File: src/rtl/svseq_pkg.sv
package svseq_pkg;
  localparam int SP_LOW = 3;  // index bits inside a single-precision bank
  localparam int DP_LOW = 2;  // index bits inside a double-precision bank

  typedef enum logic [1:0] {
    FORM_3OP = 2'd0,
    FORM_2OP = 2'd1,
    FORM_IMM = 2'd2
  } form_e;

  typedef enum logic [1:0] {
    KIND_SCALAR = 2'd0,
    KIND_MIXED  = 2'd1,
    KIND_VECTOR = 2'd2
  } kind_e;
endpackage

File: src/rtl/svseq_bank_adv.sv
module svseq_bank_adv
  import svseq_pkg::*;
#(
  parameter int REG_W = 5
) (
  input  logic [REG_W-1:0]  reg_i,
  input  logic [SP_LOW-1:0] step_i,
  input  logic              dbl_i,
  output logic [REG_W-1:0]  reg_o
);
  logic [SP_LOW-1:0] lo_sp;
  logic [DP_LOW-1:0] lo_dp;

  always_comb begin
    lo_sp = reg_i[SP_LOW-1:0] + step_i;
    lo_dp = reg_i[DP_LOW-1:0] + step_i[DP_LOW-1:0];
    if (dbl_i) reg_o = {reg_i[REG_W-1:DP_LOW], lo_dp};
    else       reg_o = {reg_i[REG_W-1:SP_LOW], lo_sp};
  end
endmodule

File: src/rtl/svseq_classify.sv
module svseq_classify
  import svseq_pkg::*;
#(
  parameter int LEN_W = 3,
  parameter int STR_W = 2
) (
  input  logic [SP_LOW+1:DP_LOW] dst_bank_i,
  input  logic [SP_LOW+1:DP_LOW] srcb_bank_i,
  input  logic                   dbl_i,
  input  form_e                  form_i,
  input  logic [LEN_W-1:0]       len_i,
  input  logic [STR_W-1:0]       stride_i,
  output kind_e                  kind_o,
  output logic [LEN_W-1:0]       last_idx_o,
  output logic [SP_LOW-1:0]      step_d_o,
  output logic [SP_LOW-1:0]      step_b_o
);
  logic dst_scl, srcb_scl, one_elem;
  logic [SP_LOW-1:0] str_ext;

  function automatic logic in_scalar_bank(input logic [SP_LOW+1:DP_LOW] b,
                                          input logic dbl);
    if (dbl) return b[DP_LOW+1:DP_LOW] == '0;
    return b[SP_LOW+1:SP_LOW] == '0;
  endfunction

  always_comb begin
    dst_scl  = in_scalar_bank(dst_bank_i, dbl_i);
    srcb_scl = in_scalar_bank(srcb_bank_i, dbl_i);
    one_elem = dst_scl || (len_i == '0);
    str_ext  = {{(SP_LOW-STR_W){1'b0}}, stride_i};
    step_d_o = dbl_i ? ((str_ext >> 1) + SP_LOW'(1)) : (str_ext + SP_LOW'(1));
    if (one_elem)                kind_o = KIND_SCALAR;
    else if (form_i == FORM_IMM) kind_o = KIND_VECTOR;
    else if (srcb_scl)           kind_o = KIND_MIXED;
    else                         kind_o = KIND_VECTOR;
    last_idx_o = one_elem ? '0 : len_i;
    step_b_o   = (kind_o == KIND_VECTOR && form_i != FORM_IMM) ? step_d_o : '0;
  end
endmodule

File: src/rtl/svseq_top.sv
module svseq_top
  import svseq_pkg::*;
#(
  parameter int REG_W = 5,
  parameter int LEN_W = 3,
  parameter int STR_W = 2
) (
  input  logic             clk,
  input  logic             rst_n,
  input  logic             start_i,
  input  logic [1:0]       form_i,
  input  logic             dbl_i,
  input  logic [REG_W-1:0] dst_i,
  input  logic [REG_W-1:0] srca_i,
  input  logic [REG_W-1:0] srcb_i,
  input  logic [LEN_W-1:0] len_i,
  input  logic [STR_W-1:0] stride_i,
  output logic             busy_o,
  output logic             out_valid_o,
  input  logic             out_ready_i,
  output logic [REG_W-1:0] out_dst_o,
  output logic [REG_W-1:0] out_srca_o,
  output logic [REG_W-1:0] out_srcb_o,
  output logic [LEN_W-1:0] out_idx_o,
  output logic             out_last_o,
  output logic [1:0]       out_kind_o,
  output logic             out_lda_o,
  output logic             out_ldb_o
);
  localparam int NOPS = 3;  // 0 destination, 1 first source, 2 second source

  kind_e             kind_c, kind_q;
  logic [LEN_W-1:0]  last_c, last_q, idx_q;
  logic [SP_LOW-1:0] step_d_c, step_b_c, step_d_q, step_b_q;
  form_e             form_q;
  logic              dbl_q, valid_q;
  logic [REG_W-1:0]  cur_q [NOPS];
  logic [REG_W-1:0]  nxt_c [NOPS];
  logic              take, acc;

  svseq_classify #(.LEN_W(LEN_W), .STR_W(STR_W)) u_cls (
    .dst_bank_i (dst_i[SP_LOW+1:DP_LOW]),
    .srcb_bank_i(srcb_i[SP_LOW+1:DP_LOW]),
    .dbl_i      (dbl_i),
    .form_i     (form_e'(form_i)),
    .len_i      (len_i),
    .stride_i   (stride_i),
    .kind_o     (kind_c),
    .last_idx_o (last_c),
    .step_d_o   (step_d_c),
    .step_b_o   (step_b_c)
  );

  for (genvar g = 0; g < NOPS; g++) begin : g_adv
    svseq_bank_adv #(.REG_W(REG_W)) u_adv (
      .reg_i (cur_q[g]),
      .step_i((g == NOPS-1) ? step_b_q : step_d_q),
      .dbl_i (dbl_q),
      .reg_o (nxt_c[g])
    );
  end

  assign take = start_i && !valid_q;
  assign acc  = valid_q && out_ready_i;

  always_ff @(posedge clk or negedge rst_n) begin
    if (!rst_n) begin
      valid_q  <= 1'b0;
      idx_q    <= '0;
      last_q   <= '0;
      kind_q   <= KIND_SCALAR;
      form_q   <= FORM_3OP;
      dbl_q    <= 1'b0;
      step_d_q <= '0;
      step_b_q <= '0;
      for (int i = 0; i < NOPS; i++) cur_q[i] <= '0;
    end else if (take) begin
      valid_q  <= 1'b1;
      idx_q    <= '0;
      last_q   <= last_c;
      kind_q   <= kind_c;
      form_q   <= form_e'(form_i);
      dbl_q    <= dbl_i;
      step_d_q <= step_d_c;
      step_b_q <= step_b_c;
      cur_q[0] <= dst_i;
      cur_q[1] <= srca_i;
      cur_q[2] <= srcb_i;
    end else if (acc) begin
      if (idx_q == last_q) begin
        valid_q <= 1'b0;
      end else begin
        idx_q <= idx_q + LEN_W'(1);
        for (int i = 0; i < NOPS; i++) cur_q[i] <= nxt_c[i];
      end
    end
  end

  assign busy_o      = valid_q;
  assign out_valid_o = valid_q;
  assign out_dst_o   = cur_q[0];
  assign out_srca_o  = cur_q[1];
  assign out_srcb_o  = cur_q[2];
  assign out_idx_o   = idx_q;
  assign out_last_o  = valid_q && (idx_q == last_q);
  assign out_kind_o  = kind_q;
  assign out_lda_o   = valid_q && (form_q == FORM_3OP);
  assign out_ldb_o   = valid_q && (form_q != FORM_IMM) &&
                       ((idx_q == '0) || (kind_q == KIND_VECTOR));


  hold_on_stall_chk: assert property (@(posedge clk) disable iff (!rst_n)
    (out_valid_o && !out_ready_i) |=> (out_valid_o && $stable(out_dst_o) &&
      $stable(out_srca_o) && $stable(out_srcb_o) && $stable(out_idx_o)));


  idle_after_last_chk: assert property (@(posedge clk) disable iff (!rst_n)
    (out_valid_o && out_ready_i && out_last_o) |=> !busy_o);


  idx_step_chk: assert property (@(posedge clk) disable iff (!rst_n)
    (out_valid_o && out_ready_i && !out_last_o) |=>
      (out_valid_o && out_idx_o == $past(out_idx_o) + LEN_W'(1)));


  scalar_single_chk: assert property (@(posedge clk) disable iff (!rst_n)
    (out_valid_o && out_kind_o == KIND_SCALAR) |-> (out_last_o && out_idx_o == '0));


  sp_bank_keep_chk: assert property (@(posedge clk) disable iff (!rst_n)
    (out_valid_o && out_ready_i && !out_last_o && !dbl_q) |=>
      (out_dst_o[REG_W-1:SP_LOW] == $past(out_dst_o[REG_W-1:SP_LOW])));


  mixed_hold_b_chk: assert property (@(posedge clk) disable iff (!rst_n)
    (out_valid_o && out_ready_i && !out_last_o && out_kind_o == KIND_MIXED) |=>
      $stable(out_srcb_o));


  imm_no_load_chk: assert property (@(posedge clk) disable iff (!rst_n)
    (out_valid_o && form_q == FORM_IMM) |-> (!out_lda_o && !out_ldb_o &&
      out_kind_o != KIND_MIXED));
endmodule

File: config.mk
export PLATFORM = sky130hd
export DESIGN_NAME = svseq_top
export DESIGN_NICKNAME = d
export VERILOG_FILES = /design/src/rtl/svseq_pkg.sv /design/src/rtl/svseq_bank_adv.sv /design/src/rtl/svseq_classify.sv /design/src/rtl/svseq_top.sv
export SDC_FILE = /design/constraint.sdc
export NUM_CORES = 1
export LEC_CHECK = 0
export ABC_CLOCK_PERIOD_IN_PS = 2100
export CORE_MARGIN = 3
export CORE_UTILIZATION = 50
export DETAILED_ROUTE_END_ITERATION = 7
export DONT_BUFFER_PORTS = 1
export HOLD_SLACK_MARGIN = 0.05
export SLEW_MARGIN = 10
export SYNTH_ARGS = -nofsm -noshare
export SYNTH_HDL_FRONTEND = slang
export SYNTH_SLANG_ARGS = --single-unit
File: constraint.sdc
create_clock -name clk -period 2.1 [get_ports clk]
set_clock_uncertainty 0.1 [all_clocks]
set_input_delay 0.315 -clock clk [delete_from_list [all_inputs] [get_ports clk]]
set_output_delay 0.315 -clock clk [all_outputs]
set_load 0.005 [all_outputs]
==> qor.csv, run 1 <==
metric,value,unit
status,completed,
final_antenna_net_count,0,
grt_max_degree,34,
ys_ff_latch,33,
r2r-start,out_dst_o[0],
setup.worst_path.start,out_dst_o[0],
cp-end-kind,register,
setup_violations,0,
clockBufferDepth,2,
diodes,0,
wl,3740,um
detail_route.vias_per_cell,5.28,
synth.top_cells.by_area,"dfrtp_1 48%, nand2_1 9.8%, mux2i_1 5.8%, ha_1 4.4%, fa_1 3.5%",
core-area,3180,um2
setup_tns,0,ps
grt_first_pass_wirelength,6380,um
synth_warnings,0,
path_clk_slew,100,ps
syn_to_final_growth,21.6,%
met3_length,279,um
grt_pass1_vias,1371,
postCtsSetupRepairBufs,0,
synth_top_area_frac,0.480,
track_usage,0.202,
syn_area,1720,um2
finalWorstPathRequiredPeriod,1970,ps
synth-edff-count,0,
slew_violations,0,
dieHeight,64.7,um
gp_congestion,0.771,
postSynth.asyncResetShare,1.00,
tightest_slew,439,ps
p_leak,0.000996,uW
clkSinkCount,33,
antenna_found_initial,0,
vias,1262,
rsz0062_at_grt,no,
die_x,64.7,um
wl_met1,1500,um
cts-root-buf,clkbuf_4,
drtPass1Iterations,4,
yosys.cell_types.count,35,
layout.nets,230,
numCtsBuffers,5,
clkLatencyLatePin,330,ps
ir_drop,0.805,mV
hold_viol,0,
syn-instance-count,169,
fmax,509,MHz
cp_max_fo,3,
power_density,1330,nW/um2
synth_ff_type,dfrtp_1,
drive_above_1_share,0.0974,
power,2790,uW
final_cell_mix,"45 x nand2_1, 33 x dfrtp_1, 23 x dlygate4sd3_1",
cp.arrival,2090,ps
rows,20,
r2r_slack,130,ps
critPathKind,register to register,
synth_top_area_cell,dfrtp_1,
worstHoldPathType,input port to register,
worstPathRequired,2220,ps
io_buffer_count,0,
syn_area_per_cell,10.2,um2
maxUsedRoutingLayer,met4,
drt_iter0_markers,64,
synthesis.nets,205,
initial_utilization,0.541,
max_slew_margin,0.707,
min_period_over_period,0.936,
dp.final_hpwl,2650,um
die_area,4180,um2
tritoncts,yes,
layout_commonest_cell,nand2_1,
startpoint_type,register,
cts_max_level,2,
wl_per_cell,15.6,um
dr_wl_met2,1930,um
drc,0,
holdCritStartpoint,srcb_i[3],
cap_violations,0,
overflow,0,
yosysSeqAreaShare,0.480,
fillCellCount,280,
io-pin-count,52,
[cells in the mapped netlist, types with 3 or more instances]
cell / count
fa_1: 3
nor2_1: 4
dfrtp_1: 33
nand2b_1: 4
o21ai_1: 4
o31ai_1: 3
a21o_1: 3
nand2_1: 45
xor2_1: 3
mux2i_1: 10
o21ai_0: 9
clkbuf_1: 6
inv_1: 4
xnor2_1: 5
ha_1: 6
[kinds of logic (layout without fill, tap and decap cells)]
family	count (synthesis)	in the layout	synth area share
simple gates	63	63	0.165
mux	12	12	0.0735
fa+ha+maj	9	9	0.0785
xor+xnor	8	8	0.0407
compound gates	30	30	0.122
flops	33	33	0.480
buf+inv	14	40	0.0400
[sequential cells by signal, indices dropped and copies added (netlist names)]
register / flops
step_b_q: 3
step_d_q: 3
out_srcb_o: 5
out_idx_o: 3
out_srca_o: 5
last_q: 3
busy_o: 1
form_q: 2
out_kind_o: 2
dbl_q: 1
out_dst_o: 5
[what timing repair did]
action                     4_1_cts  5_1_grt
resized for setup                0        1
setup endpoints to repair        0        1
hold endpoints to repair        54        0
hold buffers                    24        0
[worst paths after layout]
kind | to | cells after the start
max | out_dst_o[2] | 6
min in group asynchronous | out_idx_o[1] | 2
max reg2reg | out_dst_o[2] | 6
min | out_kind_o[0] | 2
min reg2reg | step_b_q[0] | 2
max in group asynchronous | out_srcb_o[2] | 2
[report_power, final]
part           internal, uW  switching [uW]  total, uW
registers               935             311       1250
clock network           284             210        494
logic                   545             507       1050
total                  1760            1030       2790
[final cells by class]
| class | instances | area, um2 | share of cell area |
|---|---|---|---|
| timing repair buffer | 28 | 280 | 0.134 |
| multi-input combinational | 122 | 831 | 0.397 |
| clock buffer | 7 | 55.1 | 0.0263 |
| sequential | 33 | 826 | 0.395 |
| inverter | 4 | 15.0 | 0.00718 |
| clock inverter | 1 | 30.0 | 0.0144 |
| tap | 44 | 55.1 | 0.0263 |
[layer usage]
layer / up-vias / GRT usage
met2: 40 / 0.336
met4: 0 / 0.0528
li1: 620 / -
met1: 599 / 0.243
met3: 3 / 0.0797
met5: - / 0
[worst max-delay path, stage by stage (launching register included)]
cell     delay, ps
dfrtp_1        420
ha_1           220
fa_1           390
xnor2_1        210
xnor2_1         80
and3_1         180
a221o_1        250
[through the flow]
stage          instances  setup WS [ps]  instance area (um2)   util  hold WS, ps
2_1_floorplan        169            180                 1720      -        -80.6
3_3_place_gp         207            120                 1750  0.552        -79.9
3_5_place_dp         207            110                 1750  0.552        -79.9
4_1_cts              239           81.3                 2090  0.657         62.5
5_1_grt              239           27.8                 2090  0.658         63.1
6_report             239            134                 2090  0.658         78.4
(Power assumes the default switching activity.)
==> run 2, diff against run 1 <==
--- a/config.mk
+++ b/config.mk
@@ -8,4 +8,7 @@
 export ABC_CLOCK_PERIOD_IN_PS = 2100
+export CELL_PAD_IN_SITES_DETAIL_PLACEMENT = 1
+export CELL_PAD_IN_SITES_GLOBAL_PLACEMENT = 2
 export CORE_MARGIN = 3
-export CORE_UTILIZATION = 50
+export CORE_UTILIZATION = 39
+export CTS_BUF_LIST = sky130_fd_sc_hd__clkbuf_8
 export DETAILED_ROUTE_END_ITERATION = 7
@@ -13,2 +16,3 @@
 export HOLD_SLACK_MARGIN = 0.05
+export PLACE_DENSITY_LB_ADDON = 0.1
 export SLEW_MARGIN = 10
==> constraint.sdc (replaced) <==
create_clock -name clk -period 2.1 [get_ports clk]
set_clock_uncertainty 0.1 [all_clocks]
set_input_delay 0.42 -clock clk [delete_from_list [all_inputs] [get_ports clk]]
set_output_delay 0.42 -clock clk [all_outputs]
set_load 0.005 [all_outputs]
==> qor.csv, run 2 (synthesis results as in run 1) <==
metric,value,unit,change
status,completed,,
fin_hold_ws,136,ps,+57.6 ps
layout_commonest_cell,nand2_1,,
ir_drop,0.530,mV,-34%
io_buffer_count,0,,unchanged
rsz0062_at_grt,no,,
slowest_stage,dfrtp_1,,
clkLatencyLatePin,290,ps,-40 ps
critPathTopFamily,adder cells,,
hold_depth,2,,unchanged
drive_above_1_share,0.114,,+0.0168
detail_route.vias_per_cell,5.51,,+4.4%
fin_area,1900,um2,-9.4%
gp_congestion,0.725,,-6.0%
diodes,0,,unchanged
max_slew_margin,0.718,,+0.0103
fmax,496,MHz,-2.4%
cp.arrival,2090,ps,about the same
track_usage,0.179,,-0.0224
critPathKind,register to register,,
numCtsBuffers,5,,unchanged
wl,4190,um,+12%
r2r_slack,90,ps,-50 ps
setup_tns,0,ps,unchanged
tritoncts,yes,,
vias,1240,,-1.7%
final_cell_mix,"45 x nand2_1, 33 x dfrtp_1, 10 x mux2i_1",,
drtPass1Iterations,4,,unchanged
min_period_over_period,0.959,,+0.0234
cap_violations,0,,unchanged
worstPathRequired,2170,ps,-50 ps
setup_violations,0,,unchanged
initial_utilization,0.418,,-0.123
layout.nets,210,,-8.7%
overflow,0,,unchanged
holdCritStartpoint,srca_i[4],,
grt_first_pass_wirelength,7130,um,+12%
cp_max_fo,3,,unchanged
cts_max_level,2,,unchanged
post-place-ws,98.5,ps,-11.1 ps
ff2ff_path_depth,6,,unchanged
drt_iter0_markers,35,,-45%
fin_ws,85.1,ps,-49.2 ps
grt_pass1_vias,1430,,+4.3%
core-area,4120,um2,+29%
hold_viol,0,,unchanged
hold_path_end,out_srca_o[4],,
die_x,72.4,um,+12%
wl_per_cell,18.6,um,+19%
die_area,5240,um2,+25%
path_clk_slew,70,ps,-30 ps
cp-end-kind,register,,
io-pin-count,52,,unchanged
cts-root-buf,clkbuf_8,,
clkSinkCount,33,,unchanged
antenna_found_initial,0,,unchanged
rows,23,,+15%
r2r-start,out_srca_o[0],,
p_leak,0.000926,uW,-7.0%
rr_endpoint,out_srca_o[2],,
final_antenna_net_count,0,,unchanged
worstHoldPathType,input port to register,,
slew_violations,0,,unchanged
critical_path_buf_inv_count,0,,unchanged
power_density,1470,nW/um2,+10%
slowest_delay,420,ps,about the same
finalWorstPathRequiredPeriod,2010,ps,+49.2 ps
syn_to_final_growth,10.2,%,
cp_cell_sequence,ha_1 -> fa_1 -> xnor2_1 -> and2_1 -> o211a_1 -> a221o_1,,
startpoint_type,register,,
grt_max_degree,34,,unchanged
dieHeight,72.4,um,+12%
dp.final_hpwl,3200,um,+21%
clockBufferDepth,2,,unchanged
power,2790,uW,-0.20%
drc,0,,unchanged
place_area,1780,um2,+1.3%
tightest_slew,424,ps,-15.4 ps
run 2: changes by cell type in the layout (fill, tap and decap cells not counted), sizes merged:
cell         before  now
inv               4    7
bufinv            1    0
clkbuf            7    5
dlygate4sd3      23    1
buf               5    7
run 2: per-layer routing:
metal / vias to the layer above / routed length, um / GRT usage / share of wire
met4: 0 / 59 / 0.0635 / 0.014
li1: 579 / - / - / -
met1: 618 / 1730 / 0.213 / 0.41
met3: 7 / 297 / 0.0679 / 0.071
met2: 36 / 2100 / 0.296 / 0.50
met5: - / 0 / 0 / 0
run 2: power by group:
| group | internal (uW) | leakage, uW | total [uW] | switching [uW] |
|---|---|---|---|---|
| clock | 221 | 0.0000519 | 451 | 230 |
| sequential | 937 | 0.000411 | 1240 | 307 |
| combinational | 535 | 0.000463 | 1090 | 557 |
| total | 1690 | 0.000926 | 2790 | 1090 |
run 2: layout make-up:
cell class	count	area, um2
fillers	459	2220
multi-input cells	122	837
flip-flops and latches	33	826
repair buffers	8	75.1
clock buffers	5	68.8
well taps	50	62.6
inverters	4	15.0
clock inverters	3	11.3
run 2: through the flow:
| step | utilization | cells |
|---|---|---|
| after floorplan | - | 169 |
| after global routing | 0.461 | 225 |
| final | 0.461 | 225 |
| after CTS | 0.458 | 225 |
| after global placement | 0.432 | 215 |
| after detailed placement | 0.432 | 215 |
run 2: worst register-to-register path: cells and delay by family (launching register included):
| kind | cells | cell delay [ps] |
|---|---|---|
| XOR/XNOR | 1 | 150 |
| AND/OR/NAND/NOR | 1 | 160 |
| adder cells (fa/ha/maj) | 2 | 600 |
| flip-flops | 1 | 420 |
| AO/OA/AOI/OAI | 2 | 470 |
run 2: how the worst max path moves through the flow:
stage / start / to / cells after the start
final: out_srca_o[0] / out_srca_o[2] / 6
after global routing: out_srca_o[0] / out_srca_o[2] / 6
after CTS: out_srca_o[0] / out_srca_o[2] / 6
after detailed placement: out_srca_o[0] / out_srca_o[2] / 6
after global placement: out_srca_o[0] / out_srca_o[2] / 6
after floorplan: out_srca_o[0] / out_srca_o[2] / 6
run 2: timing repair:
| action | in CTS | in global routing |
|---|---|---|
| hold buffers | 2 | 0 |
| endpoints found under the hold margin | 33 | 0 |
| endpoints found under the setup margin | 0 | 3 |
| buffers inserted | 0 | 0 |
| resized for setup | 0 | 2 |
==> run 3, diff against run 2 <==
- CORE_ASPECT_RATIO: unset -> 0.7
==> qor.csv, run 3 (synthesis results as in run 1) <==
metric,value,unit,change
slowest_delay,410,ps,about the same
grt_pass1_vias,1344,,-6.0%
drive_above_1_share,0.115,,+0.000657
startpoint_type,register,,
critPathKind,register to register,,
finalWorstPathRequiredPeriod,2000,ps,-16.4 ps
grt_max_degree,34,,unchanged
io-pin-count,52,,unchanged
grt_first_pass_wirelength,6820,um,-4.3%
dp.final_hpwl,3170,um,-0.94%
fin_cells,226,,+0.44%
hold_path_end,busy_o,,
diodes,0,,unchanged
drt_iter0_markers,41,,+17%
track_usage,0.173,,-0.00659
wl,4150,um,-0.86%
hold_depth,1,,-1
drtPass1Iterations,4,,unchanged
tritoncts,yes,,
final_cell_mix,"45 x nand2_1, 33 x dfrtp_1, 10 x mux2i_1",,
core-area,4090,um2,-0.64%
p_leak,0.000920,uW,-0.64%
fin_hold_ws,149,ps,+12.8 ps
cp_cell_sequence,ha_1 -> fa_2 -> xnor2_1 -> and2_1 -> o211a_1 -> a221o_1,,
worstPathRequired,2160,ps,about the same
tightest_slew,561,ps,+138 ps
detail_route.vias_per_cell,5.43,,-1.4%
die_area,5260,um2,+0.25%
slowest_stage,dfrtp_1,,
numCtsBuffers,5,,unchanged
fmax,500,MHz,+0.82%
final_antenna_net_count,0,,unchanged
gp_congestion,0.724,,-0.11%
status,completed,,
clkLatencyLatePin,280,ps,about the same
cp.arrival,2060,ps,-30 ps
cts-root-buf,clkbuf_8,,
overflow,0,,unchanged
dieHeight,61.6,um,-15%
ff2ff_path_depth,6,,unchanged
setup.worst_path.start,out_srca_o[0],,
io_buffer_count,0,,unchanged
slew_violations,0,,unchanged
cts_max_level,2,,unchanged
syn_to_final_growth,11.1,%,
worstHoldPathType,input port to register,,
drc,0,,unchanged
cp_max_fo,3,,unchanged
power_density,1470,nW/um2,-0.12%
setup_tns,0,ps,unchanged
cap_violations,0,,unchanged
min_period_over_period,0.952,,-0.00783
die_x,85.4,um,+18%
initial_utilization,0.421,,+0.00269
r2r-start,out_srca_o[0],,
cp-end-kind,register,,
placed_cells,217,,+0.93%
path_clk_slew,70,ps,about the same
vias,1228,,-0.97%
hold_viol,0,,unchanged
setup_violations,0,,unchanged
r2r_slack,100,ps,+20 ps
clockBufferDepth,2,,unchanged
layout_commonest_cell,nand2_1,,
max_slew_margin,0.626,,-0.0917
ir_drop,0.639,mV,+20%
rows,19,,-17%
rr_endpoint,out_srca_o[2],,
antenna_found_initial,0,,unchanged
layout.nets,210,,unchanged
holdCritStartpoint,out_ready_i,,
postCtsSetupRepairBufs,0,,unchanged
rsz0062_at_grt,no,,
wl_per_cell,18.4,um,-1.3%
clkSinkCount,33,,unchanged
run 3: critical path, delay by kind of cell (launching register included):
kind            cells  cell delay (ps)
xor+xnor            1              150
compound gates      2              470
simple gates        1              170
fa+ha+maj           2              590
flops               1              410
run 3: repair_timing:
action | in CTS | in global routing
resized for setup | 0 | 1
hold buffers | 2 | 0
endpoints found under the setup margin | 0 | 1
hold endpoints to repair | 33 | 0
run 3: layout make-up:
| type | instances | area, um2 |
|---|---|---|
| timing repair buffer | 8 | 87.6 |
| sequential | 33 | 826 |
| inverter | 4 | 15.0 |
| multi-input combinational | 122 | 831 |
| tap | 52 | 65.1 |
| clock inverter | 1 | 3.75 |
| fill | 482 | 2180 |
| clock buffer | 6 | 82.6 |
run 3: metrics by stage:
step / instance area, um2 / util / power [uW] / setup slack, ps
after CTS: 1910 / 0.467 / 2850 / 29.5
after global placement: 1790 / 0.438 / 2270 / 115
after detailed placement: 1790 / 0.438 / 2340 / 44.0
after global routing: 1910 / 0.467 / 3090 / 5.70
final: 1910 / 0.467 / 2810 / 102
after floorplan: 1720 / - / 2020 / 180
run 3: routing by layer:
metal | wire length [um] | track usage | part of all wire | up-vias
met4 | 29 | 0.0339 | 0.0070 | 0
li1 | - | - | - | 574
met5 | 0 | 0 | 0 | -
met1 | 1870 | 0.228 | 0.45 | 606
met2 | 1920 | 0.277 | 0.46 | 43
met3 | 332 | 0.0655 | 0.080 | 5
run 3: worst max-delay path by stage:
stage                          endpoint  cells past startpoint
after floorplan           out_srca_o[2]                      6
after global placement    out_srca_o[2]                      6
after detailed placement  out_srca_o[2]                      6
after CTS                 out_srca_o[2]                      6
after global routing       out_dst_o[1]                      5
final                     out_srca_o[2]                      6
run 3: power by group:
part | switching, uW | internal, uW | total (uW)
Clock | 220 | 255 | 476
Combinational | 556 | 541 | 1100
Sequential | 294 | 937 | 1230
Total | 1070 | 1730 | 2810
